--- src/rtl/dtmf_pkg.sv ---
`timescale 1ns/1ps
package dtmf_pkg;
  localparam int STEPS   = 28;
  localparam int QUARTER = STEPS / 4;
  localparam int PH_W    = $clog2(STEPS);
  localparam int SINE_W  = 8;
  localparam int OUT_W   = SINE_W + 5;
  localparam int DIV_W   = 8;
  localparam int GROUPS  = 2;

  typedef logic signed [SINE_W-1:0] sine_t;
  typedef logic [PH_W-1:0]          phase_t;
  typedef logic [DIV_W-1:0]         div_t;
  typedef logic [1:0]               sel_t;

  function automatic sine_t quarter_mag(input int unsigned r);
    case (r)
      0:       return sine_t'(0);
      1:       return sine_t'(28);
      2:       return sine_t'(55);
      3:       return sine_t'(79);
      4:       return sine_t'(99);
      5:       return sine_t'(114);
      6:       return sine_t'(124);
      default: return sine_t'(127);
    endcase
  endfunction

  function automatic sine_t sine_at(input phase_t ph);
    int unsigned q;
    int unsigned r;
    sine_t mag;
    q = int'(ph) / QUARTER;
    r = int'(ph) % QUARTER;
    mag = (q[0]) ? quarter_mag(QUARTER - r) : quarter_mag(r);
    return (q[1]) ? -mag : mag;
  endfunction
endpackage

--- src/rtl/dtmf_decode.sv ---
`timescale 1ns/1ps
module dtmf_decode
  import dtmf_pkg::*;
#(
  parameter logic [4*DIV_W-1:0] ROW_DIVS = {8'd136, 8'd150, 8'd166, 8'd184},
  parameter logic [4*DIV_W-1:0] COL_DIVS = {8'd78, 8'd86, 8'd96, 8'd106}
) (
  input  logic [3:0] code,
  output div_t       row_div,
  output div_t       col_div
);
  sel_t row, col;

  always_comb begin
    row = 2'd3;
    col = 2'd3;
    case (code)
      4'd1:  begin row = 2'd0; col = 2'd0; end
      4'd2:  begin row = 2'd0; col = 2'd1; end
      4'd3:  begin row = 2'd0; col = 2'd2; end
      4'd4:  begin row = 2'd1; col = 2'd0; end
      4'd5:  begin row = 2'd1; col = 2'd1; end
      4'd6:  begin row = 2'd1; col = 2'd2; end
      4'd7:  begin row = 2'd2; col = 2'd0; end
      4'd8:  begin row = 2'd2; col = 2'd1; end
      4'd9:  begin row = 2'd2; col = 2'd2; end
      4'd10: begin row = 2'd3; col = 2'd1; end
      4'd11: begin row = 2'd3; col = 2'd0; end
      4'd12: begin row = 2'd3; col = 2'd2; end
      4'd13: begin row = 2'd0; col = 2'd3; end
      4'd14: begin row = 2'd1; col = 2'd3; end
      4'd15: begin row = 2'd2; col = 2'd3; end
      default: begin row = 2'd3; col = 2'd3; end
    endcase
  end

  assign row_div = ROW_DIVS[row*DIV_W +: DIV_W];
  assign col_div = COL_DIVS[col*DIV_W +: DIV_W];
endmodule

--- src/rtl/dtmf_tone.sv ---
`timescale 1ns/1ps
module dtmf_tone
  import dtmf_pkg::*;
(
  input  logic   clk,
  input  logic   rst_n,
  input  logic   restart,
  input  logic   advance,
  input  div_t   div,
  output phase_t phase,
  output sine_t  wave
);
  div_t   cnt_q, cnt_d;
  phase_t ph_q, ph_d;

  always_comb begin
    cnt_d = cnt_q;
    ph_d  = ph_q;
    if (restart) begin
      cnt_d = '0;
      ph_d  = '0;
    end else if (advance) begin
      if (cnt_q == div - div_t'(1)) begin
        cnt_d = '0;
        ph_d  = (ph_q == phase_t'(STEPS-1)) ? '0 : ph_q + phase_t'(1);
      end else begin
        cnt_d = cnt_q + div_t'(1);
      end
    end
  end

  always_ff @(posedge clk or negedge rst_n) begin
    if (!rst_n) begin
      cnt_q <= '0;
      ph_q  <= '0;
    end else if (restart || advance) begin
      cnt_q <= cnt_d;
      ph_q  <= ph_d;
    end
  end

  assign phase = ph_q;
  assign wave  = sine_at(ph_q);
endmodule

--- src/rtl/dtmf_mix.sv ---
`timescale 1ns/1ps
module dtmf_mix
  import dtmf_pkg::*;
(
  input  logic                    run,
  input  logic                    solo_en,
  input  logic                    solo_high,
  input  sine_t                   row_wave,
  input  sine_t                   col_wave,
  output logic signed [OUT_W-1:0] sample
);
  logic signed [OUT_W-1:0] row_x, col_x, row_s, col_s;
  logic use_row, use_col;

  always_comb begin
    row_x   = OUT_W'(row_wave);
    col_x   = OUT_W'(col_wave);
    row_s   = row_x <<< 3;
    col_s   = (col_x <<< 3) + (col_x <<< 1) + col_x;
    use_row = !solo_en || !solo_high;
    use_col = !solo_en || solo_high;
    sample  = '0;
    if (run)
      sample = (use_row ? row_s : '0) + (use_col ? col_s : '0);
  end
endmodule

--- src/rtl/dtmf_gen.sv ---
`timescale 1ns/1ps
module dtmf_gen
  import dtmf_pkg::*;
#(
  parameter logic [4*DIV_W-1:0] ROW_DIVS = {8'd136, 8'd150, 8'd166, 8'd184},
  parameter logic [4*DIV_W-1:0] COL_DIVS = {8'd78, 8'd86, 8'd96, 8'd106}
) (
  input  logic                    clk,
  input  logic                    rst_n,
  input  logic                    tone_en,
  input  logic [3:0]              key_code,
  input  logic                    solo_en,
  input  logic                    solo_high,
  output logic signed [OUT_W-1:0] sample,
  output logic                    mute
);
  logic [1:0] rst_sync_q;
  logic       rst_core_n;
  logic       run_q, run_d, rise, advance;
  logic [3:0] code_q, code_d;
  div_t       div_g   [GROUPS];
  phase_t     phase_g [GROUPS];
  sine_t      wave_g  [GROUPS];
  phase_t     lo_phase, hi_phase;

  always_ff @(posedge clk or negedge rst_n) begin
    if (!rst_n) rst_sync_q <= '0;
    else        rst_sync_q <= {rst_sync_q[0], 1'b1};
  end
  assign rst_core_n = rst_sync_q[1] & rst_n;

  always_comb begin
    rise    = tone_en && !run_q;
    advance = tone_en && run_q;
    run_d   = tone_en;
    code_d  = rise ? key_code : code_q;
  end

  always_ff @(posedge clk or negedge rst_core_n) begin
    if (!rst_core_n) begin
      run_q  <= 1'b0;
      code_q <= '0;
    end else begin
      run_q <= run_d;
      if (rise) code_q <= code_d;
    end
  end

  dtmf_decode #(.ROW_DIVS(ROW_DIVS), .COL_DIVS(COL_DIVS)) u_decode (
    .code    (code_q),
    .row_div (div_g[0]),
    .col_div (div_g[1])
  );

  for (genvar g = 0; g < GROUPS; g++) begin : g_tone
    dtmf_tone u_tone (
      .clk     (clk),
      .rst_n   (rst_core_n),
      .restart (rise),
      .advance (advance),
      .div     (div_g[g]),
      .phase   (phase_g[g]),
      .wave    (wave_g[g])
    );
  end

  assign lo_phase = phase_g[0];
  assign hi_phase = phase_g[1];

  dtmf_mix u_mix (
    .run       (run_q),
    .solo_en   (solo_en),
    .solo_high (solo_high),
    .row_wave  (wave_g[0]),
    .col_wave  (wave_g[1]),
    .sample    (sample)
  );

  assign mute = !run_q;
endmodule

--- config.mk ---
export PLATFORM = sky130hd
export DESIGN_NAME = dtmf_gen
export DESIGN_NICKNAME = d
export VERILOG_FILES = /design/src/rtl/dtmf_pkg.sv /design/src/rtl/dtmf_decode.sv /design/src/rtl/dtmf_tone.sv /design/src/rtl/dtmf_mix.sv /design/src/rtl/dtmf_gen.sv
export SDC_FILE = /design/constraint.sdc
export NUM_CORES = 1
export LEC_CHECK = 0
export BUFFER_PORTS_ARGS = -buffer_cell sky130_fd_sc_hd__buf_2
export CORE_MARGIN = 3
export CORE_UTILIZATION = 54
export CTS_CLUSTER_DIAMETER = 40
export DETAILED_ROUTE_END_ITERATION = 10
export GPL_ROUTABILITY_DRIVEN = 0
export PLACE_DENSITY = 0.69
export SKIP_LAST_GASP = 1
export SLEW_MARGIN = 30
export SYNTH_ARGS = -nofsm -noshare
export SYNTH_HDL_FRONTEND = slang
export SYNTH_HIERARCHICAL = 1
export SYNTH_SLANG_ARGS = --single-unit
--- constraint.sdc ---
create_clock -name clk -period 10.15 [get_ports clk]
set_clock_uncertainty 0.15 [all_clocks]
set_input_delay 1.015 -clock clk [delete_from_list [all_inputs] [get_ports clk]]
set_output_delay 1.015 -clock clk [all_outputs]
set_load 0.01 [all_outputs]
### Yosys cells after proc, flatten, opt, wreduce, memory -nomap -nowiden

Memory sizes are Yosys's and may differ from the RTL's.
Index checks and enable logic that the tools add are counted.

| cells by class | value |
|---|---|
| add/subtract/negate cells | 13 |
| divide/modulo/power cells | 4 |
| equal/unequal tests | 28 |
| shift operators | 2 |
| multiplexer cells | 25 |
| bitwise gates (word level) | 1 |
| reductions and logical operators | 18 |

Operators by type and width:

| kind | count |
|---|---|
| $eq 32x3->1 const B | 12 |
| $eq 32x2->1 const B | 8 |
| $pmux 7 s7 | 4 |
| $eq 32x1->1 const B | 4 |
| $logic_not 32->1 | 4 |
| $div 6x4->32 const B | 2 |
| $mod 6x4->32 const B | 2 |
| $mux 8 | 8 |
| $shiftx 32x6->8 const A | 2 |
| $sub 3x32->32 const A | 2 |
| $mux 5 | 8 |
| $mux 13 | 3 |
| $add 8x1->8 const B | 2 |
| $eq 8x8->1 | 2 |
| $neg 8->8 | 2 |
| $sub 8x1->8 const B | 2 |
| $mux 7 | 2 |
| $add 12x8->13 | 1 |
| $add 13x13->13 | 1 |
| $add 11x9->12 | 1 |
| $add 5x1->5 const B | 2 |
| $eq 5x5->1 const B | 2 |
| $reduce_and 3->1 | 2 |
| $reduce_bool 2->1 | 3 |
| 5 further kinds | 10 |

| word-level totals | value |
|---|---|
| bits in registers | 33 |
| ROM bits | 64 |
| input bits | 9 |
| memories kept | 1 |

Memory list:

| memory | depth | width | read ports | clocked after memory_dff | wr ports | line | source |
|---|---|---|---|---|---|---|---|
| (name not given) | 16 | 4 | 1 | 0 | 0 | dtmf_decode.sv:17 | `case (code)` |

### Logic depth before layout (Yosys ltp)

Gate-level depths: netlist of run 1.

| logic depth | value |
|---|---|
| word-level depth | 12 |
| mapped depth | 44 |
| depth with buffers taken out | 41 |

### By module

Netlist of run 1, hierarchy kept.

Modules (own cells, without submodules):

| module | instances | cells an instance | area each (µm²) | sequential area each (µm²) |
|---|---|---|---|---|
| dtmf_tone (g_tone[0].u_tone) | 1 | 257 | 2031.9 | 325.3 |
| dtmf_tone (g_tone[1].u_tone) | 1 | 263 | 2028.2 | 325.3 |
| dtmf_mix | 1 | 141 | 1113.6 | 0.0 |
| dtmf_decode | 1 | 46 | 375.4 | 0.0 |
| dtmf_gen | 1 | 17 | 274.0 | 175.2 |

### Worst setup path after synthesis of run 1

OpenSTA, ideal clock, no wires.

| timing | value |
|---|---|
| kind | flip-flop to output port |
| from | register g_tone[1].u_tone.ph_q[0] |
| to | output sample[12] |
| arrival time | 8026 ps |
| setup slack | 959 ps |
| stages on the path, launching flop included | 43 |
| buffers on the path | 2 |
| cells stage by stage | dfrtp_1 clkinv_1 clkbuf_1 ha_1 a21oi_1 o22ai_2 or2_1 buf_6 inv_6 ha_1 nand2_4 a221oi_1 or2_1 inv_1 ha_1 nand3b_1 or4b_1 and2_1 [7 not listed] xnor2_1 inv_1 fa_1 inv_1 fa_1 a211oi_1 nor2_1 o21a_1 nor2_1 xor2_1 nor2_1 ha_1 nor3_1 o21ai_2 a31oi_4 mux2i_1 a21oi_1 and3b_1 |

RTL lines:

| element | line | source |
|---|---|---|
| from (decl) | dtmf_tone.sv:14 | `phase_t ph_q, ph_d;` |
| from (signal assigned) | dtmf_tone.sv:38 | `ph_q <= ph_d;` |
| to (decl) | dtmf_gen.sv:14 | `output logic signed [OUT_W-1:0] sample,` |

==> results.py, run 1 <==
metrics = {
    "run_status": {
        "status": "finished clean",
    },
    "cells_and_area": {
        "syn_to_final_growth_pct": 4.878,
        "diodes": 0,
        "drive_above_1_share_pct": 18.66,
        "nets": 796,
        "mostFrequentLayoutCells": "58 x o21ai_0, 49 x nand2_1, 49 x nor2_1",
        "final_common_cell": "o21ai_0",
    },
    "setup_path": {
        "arrival_ns": 8.32,
        "path_common_cell": "inv_1",
        "crit_path_end_kind": "output pin",
        "cp_data_required_time_ns": 8.99,
        "slowest_stage": "fa_1",
        "path_max_fanout": 11,
        "cp-start-kind": "register",
        "cpPeakStageDelay_ns": 0.51,
        "path_class": "reg -> out",
    },
    "global_route": {
        "grt_pass1_vias": 4851,
        "grt_antenna_before_repair": 1,
        "grt_util_all_layers_pct": 21.62,
        "grt_max_degree": 32,
        "grt_pass1_wl_um": 22080,
        "grt_overflow": 0,
    },
    "logic_synthesis": {
        "synth_compound_area_share_pct": 29.54,
        "synthMuxAreaShare_pct": 3.502,
        "seq_area_frac_synth_pct": 14.18,
        "yosys_most_used_dff": "dfrtp_1",
        "synthesis.area_um2": 5823,
        "yosys_warnings": 6,
        "synth_area_leaders": "dfrtp_1 14%, ha_1 10%, xnor2_1 5.1%",
        "synth_edf_count": 0,
        "synth_xor_area_share_pct": 7.220,
        "post-synth-top-area-cell": "dfrtp_1",
        "synth_fa_ha_area_share_pct": 12.68,
        "synthCells": 724,
        "synth_top_area_share_pct": 14.18,
        "yosysUniqueCellTypes": 121,
        "synth_top_family_by_area": "compound AO/OA/AOI/OAI gates",
        "synthArstFlopShare_pct": 100.0,
        "avgSynthCellArea_um2": 8.043,
        "synth_seq_cells": 33,
        "yosys.area_share.simple_pct": 25.57,
    },
    "die": {
        "die_area_um2": 12070,
        "die_h_um": 109.8,
        "die_w_um": 109.8,
        "initial_core_util_pct": 55.90,
        "ios": 23,
        "core_um2": 10420,
        "std_cell_rows": 37,
    },
    "cts": {
        "clkSinkCount": 33,
        "path_clk_slew_ns": 0.07,
        "cts.htree.levels": 2,
        "cts_buffer_depth": 2,
        "insertion_delay_ns": 0.29,
        "ctsHoldBuffers": 0,
        "cts_tree": "done",
        "cts_inserted_buffers": 5,
        "root_buffer": "clkbuf_8",
    },
    "job": {
        "maxCapViolations": 0,
    },
    "sta": {
        "slew_headroom_pct": 43.91,
        "worst_pin_slew_ns": 0.8342,
        "setup_viol": 0,
        "setup_tns_ns": 0,
        "hold_violations": 0,
        "clock.fmax_mhz": 105.4,
        "rsz0062_at_grt": "no",
        "fin_crit_sh_pct": 93.45,
        "drv_slew": 0,
        "fin_crit_ns": 9.486,
    },
    "detailed_routing": {
        "via_per_inst": 6.080,
        "drtAntennaViolNets": 0,
        "drc_errors": 0,
        "wl_um": 12900,
        "wire_per_inst_um": 14.82,
        "drtIter0Drc": 465,
        "vias": 5290,
        "drtPass1Iterations": 5,
    },
    "placed_design": {
        "io_buffers": 22,
        "hpwl_um": 9934,
    },
    "min_path": {
        "min_path_type": "reg -> reg",
    },
}
## synthesized netlist by cell type (all sizes together) (4+ instances only)
cell type,count
o21a,5
xor2,14
xnor2,34
and2,22
a21o,7
or2,9
nand3,36
ha,47
nand2b,14
o211ai,10
a21oi,27
o31ai,15
nor4,5
fa,7
o22ai,7
a31oi,11
nand2,52
dfrtp,33
o21ai,70
nand3b,8
a21boi,6
or3,5
a211oi,13
mux2i,6
mux2,8
and3,12
a21bo,4
clkbuf,10
inv,41
nor2,51
o2111ai,5
buf,27
nor2b,14
nor3,23
## metrics by stage
stage          hold WS (ns)  util, %  setup WS [ns]  cells  instance area [µm²]
6_report             0.2130    58.63         0.6644    870                 6107
5_1_grt              0.2245    58.63        0.03040    870                 6107
4_1_cts              0.2197    57.83        0.02070    866                 6023
3_5_place_dp         0.2025    56.97         0.2628    858                 5934
3_3_place_gp         0.1936    56.97         0.6181    858                 5934
2_1_floorplan        0.1812        -         0.9591    728                 5838
## metal layers
metal  GRT usage (%)  part of all wire (%)  routed length [µm]
met3           2.701                   3.0                 389
met5               0                  0.10                  13
met2           37.05                    48                6246
met1           29.08                    47                6034
met4           4.630                   1.7                 213
## path summary, 6_finish.rpt
path                                           start                        end  slack [ns]  cells after the start
max                        g_tone[1].u_tone/phase[2]                 sample[12]        0.66                     41
min                                    rst_sync_q[0]              rst_sync_q[1]        0.21                      0
max reg2reg                                code_q[1]  g_tone[0].u_tone/phase[3]        6.01                     15
min reg2reg                            rst_sync_q[0]              rst_sync_q[1]        0.21                      0
max in group asynchronous                      rst_n  g_tone[1].u_tone/phase[1]        8.80                      3
min in group asynchronous              rst_sync_q[1]  g_tone[0].u_tone/cnt_q[7]        0.23                      2
## final cells by class
type	count	area [µm²]
Sequential cell	33	828.3
Multi-Input combinational cell	616	4652
Tap cell	136	170.2
Clock buffer	5	68.82
Clock inverter	3	17.52
Fill cell	965	4309
Timing Repair Buffer	35	207.7
Inverter	42	162.7
## timing repair
item / CTS / global route
gates resized for setup: 1 / 11
buffers inserted: 0 / 4
pin swaps: 0 / 1
gates cloned: 0 / 0
setup endpoints to repair: 1 / 7
## flip-flops by register name, summed over array words and instances, names as in the netlist
name	count
code_q	4
g_tone.u_tone/cnt_q	16
g_tone.u_tone/phase	10
rst_sync_q	2
run_q	1
## worst max-delay path: cells and delay by family, from the launching register on
kind	cells	cell delay, ns
AND/OR/NAND/NOR	13	2.26
adder cells (fa/ha/maj)	7	2.13
AO/OA/AOI/OAI	11	1.99
buffers and inverters	7	0.66
flip-flops	1	0.43
XOR/XNOR	2	0.30
multiplexers	1	0.24
## kinds of logic after synthesis
| kind of cell | after synthesis |
|---|---|
| simple gates | 271 |
| xor+xnor | 48 |
| flops | 33 |
| fa+ha+maj | 55 |
| compound gates | 220 |
| other cells | 3 |
| mux | 15 |
| buf+inv | 79 |
Power of run 1 is not shown: default switching activity piles up to over one toggle a cycle in this logic, so the estimate is an artifact.
==> run 2, diff against run 1 <==
--- a/config.mk
+++ b/config.mk
@@ -5,6 +5,7 @@
 export SDC_FILE = /design/constraint.sdc
 export NUM_CORES = 1
 export LEC_CHECK = 0
+export ABC_AREA = 1
 export BUFFER_PORTS_ARGS = -buffer_cell sky130_fd_sc_hd__buf_2
 export CORE_MARGIN = 3
 export CORE_UTILIZATION = 54
@@ -13,7 +14,7 @@
 export GPL_ROUTABILITY_DRIVEN = 0
 export PLACE_DENSITY = 0.69
 export SKIP_LAST_GASP = 1
-export SLEW_MARGIN = 30
+export SLEW_MARGIN = 5
 export SYNTH_ARGS = -nofsm -noshare
 export SYNTH_HDL_FRONTEND = slang
 export SYNTH_HIERARCHICAL = 1
==> run 2 against run 1 <==
  * Clock-buffer cell count grew 2
  * Non-clock buffer count shrank 12
  * Design area shrank 4.6%
  * Die area shrank 3.8%
  * Sequential cell count is the same
  * Setup slack gained 0.94 ns
  * Critical path depth grew 4
  * Global-route usage shrank 1.2 points
  * Critical path type unchanged
==> results.py, run 2 <==
metrics = {
    "setup_path": {
        "worstRegToRegCells": 20,
        "r2r-start": "code_q[1]",
        "path_class": "reg -> out",
        "reg2reg_to": "g_tone[0].u_tone/phase[3]",
        "cp-start-kind": "register",
        "path_max_fanout": 14,
        "path_common_cell": "nand2_1",
        "endpoint": "sample[10]",
        "r2r_slack_ns": 6.26,
        "startpoint": "g_tone[1].u_tone/phase[2]",
        "cpPeakStageDelay_ns": 0.50,
        "arrival_ns": 7.38,
        "crit_path_end_kind": "output pin",
        "cp_data_required_time_ns": 8.99,
        "slowest_stage": "fa_1",
    },
    "sta": {
        "setup_viol": 0,
        "setup_tns_ns": 0,
        "rsz0062_at_grt": "no",
        "clock.fmax_mhz": 117.1,
        "fin_crit_ns": 8.542,
        "worst_pin_slew_ns": 0.5623,
        "hold_violations": 0,
        "hold_ws_ns": 0.1650,
        "fin_crit_sh_pct": 84.16,
        "slew_headroom_pct": 62.38,
        "drv_slew": 0,
        "worst_slack_ns": 1.608,
    },
    "placed_design": {
        "dp_slack_ns": 1.974,
        "hpwl_um": 9273,
        "io_buffers": 22,
        "place_area_um2": 5725,
    },
    "global_route": {
        "grt_pass1_vias": 4892,
        "grt_overflow": 0,
        "grt_util_all_layers_pct": 20.44,
        "grt_pass1_wl_um": 20390,
        "grt_max_degree": 19,
        "grt_antenna_before_repair": 0,
    },
    "logic_synthesis": {
        "synth_edf_count": 0,
        "synthTopCellsByCount": "210 x nand2_1, 111 x inv_1, 87 x nor2_1, 60 x nand3_1, 47 x ha_1",
        "synth_area_leaders": "dfrtp_1 15%, nand2_1 14%, ha_1 11%",
        "synth_seq_cells": 33,
        "yosys_most_used_dff": "dfrtp_1",
        "synthesis.area_um2": 5592,
        "synthArstFlopShare_pct": 100.0,
        "seq_area_frac_synth_pct": 14.77,
        "post-synth-top-area-cell": "dfrtp_1",
        "synth_top_area_share_pct": 14.77,
        "yosysMostFrequentCell": "nand2_1",
        "yosys_warnings": 6,
        "yosysUniqueCellTypes": 65,
        "synthCells": 855,
        "avgSynthCellArea_um2": 6.540,
    },
    "job": {
        "maxCapViolations": 0,
    },
    "die": {
        "ios": 23,
        "die_area_um2": 11610,
        "die_w_um": 107.8,
        "core_um2": 9910,
        "die_h_um": 107.8,
        "std_cell_rows": 36,
        "initial_core_util_pct": 56.43,
    },
    "cts": {
        "cts_setup_buffers": 0,
        "cts.htree.levels": 2,
        "insertion_delay_ns": 0.29,
        "cts_inserted_buffers": 5,
        "cts_resized": 0,
        "cts_buffer_depth": 2,
        "path_clk_slew_ns": 0.07,
        "clkSinkCount": 33,
        "ctsHoldBuffers": 0,
        "root_buffer": "clkbuf_8",
        "cts_tree": "done",
    },
    "cells_and_area": {
        "diodes": 0,
        "drive_above_1_share_pct": 14.70,
        "nets": 933,
        "finalInstanceArea_um2": 5827,
        "final_common_cell": "nand2_1",
        "mostFrequentLayoutCells": "210 x nand2_1, 111 x inv_1, 87 x nor2_1",
        "largest-register": "g_tone.u_tone/cnt_q",
        "syn_to_final_growth_pct": 4.207,
        "largest_register_ffs": 16,
    },
    "detailed_routing": {
        "drtPass1Iterations": 4,
        "drtAntennaViolNets": 0,
        "vias": 5246,
        "wire_per_inst_um": 11.35,
        "drtIter0Drc": 296,
        "drc_errors": 0,
        "wl_um": 11390,
        "via_per_inst": 5.225,
    },
    "min_path": {
        "min_path_type": "reg -> async",
    },
    "run_status": {
        "status": "finished clean",
    },
}
[run 2: cell count changes after synthesis, moves of 11 or more]
| cell | delta |
|---|---|
| and2_1 | -17 |
| inv_2 | +15 |
| nand2b_1 | -11 |
| nor2b_1 | -11 |
| nor2_1 | +38 |
| inv_1 | +73 |
| nand2_2 | +21 |
| xnor2_1 | -23 |
| nand4_1 | +12 |
| o21ai_0 | -31 |
| nand3_1 | +25 |
| nand2_1 | +161 |
[run 2: metal layers]
layer | part of all wire [%] | vias to the layer above | routed length (µm) | GRT usage, %
met5 | 0 | - | 0 | 0
met1 | 49 | 2382 | 5548 | 26.60
met2 | 48 | 59 | 5518 | 36.72
met4 | 0.26 | 0 | 30 | 2.254
met3 | 2.6 | 6 | 295 | 3.179
li1 | - | 2799 | - | -
[run 2: cell families after synthesis]
logic type,Yosys count,synth area share [%]
simple gates,466,40.88
buf+inv,149,11.81
compound gates,116,13.14
fa+ha+maj,54,13.02
flops,33,14.77
xor+xnor,31,5.191
other cells,3,0.2014
mux,3,0.9845
[run 2: critical path: cells and delay by family (launching register included)]
kind / cells / cell delay (ns)
and+or+nand+nor: 20 / 2.22
xor gates and xnor gates: 2 / 0.26
adders and majority gates: 7 / 2.30
DFF: 1 / 0.46
AOI/OAI and AO/OA: 7 / 1.14
buffers and inverters: 9 / 0.73
[run 2: worst min path at each step]
stage | slack, ns | to | startpoint | depth (start not counted)
2_1_floorplan | 0.18 | rst_sync_q[1] | rst_sync_q[0] | 0
3_3_place_gp | 0.17 | code_q[2] | rst_sync_q[1] | 2
3_5_place_dp | 0.19 | code_q[2] | rst_sync_q[1] | 2
4_1_cts | 0.19 | code_q[2] | rst_sync_q[1] | 2
5_1_grt | 0.23 | g_tone[0].u_tone/cnt_q[0] | rst_sync_q[1] | 2
6_report | 0.16 | code_q[2] | rst_sync_q[1] | 2
[run 2: final cells by class]
class	instances	area, µm²
well taps	133	166.4
clock buffers	7	96.34
repair buffers	23	117.6
inverters	130	495.5
fillers	935	4083
clock inverters	1	5.005
multi-input cells	677	4120
flip-flops and latches	33	825.8
[run 2: stage by stage]
stage / cells / util [%]
after floorplan: 859 / -
after global placement: 996 / 57.78
after detailed placement: 996 / 57.78
after CTS: 1004 / 58.80
after global routing: 1004 / 58.80
final: 1004 / 58.80
Power of run 2 is left out for the same reason.
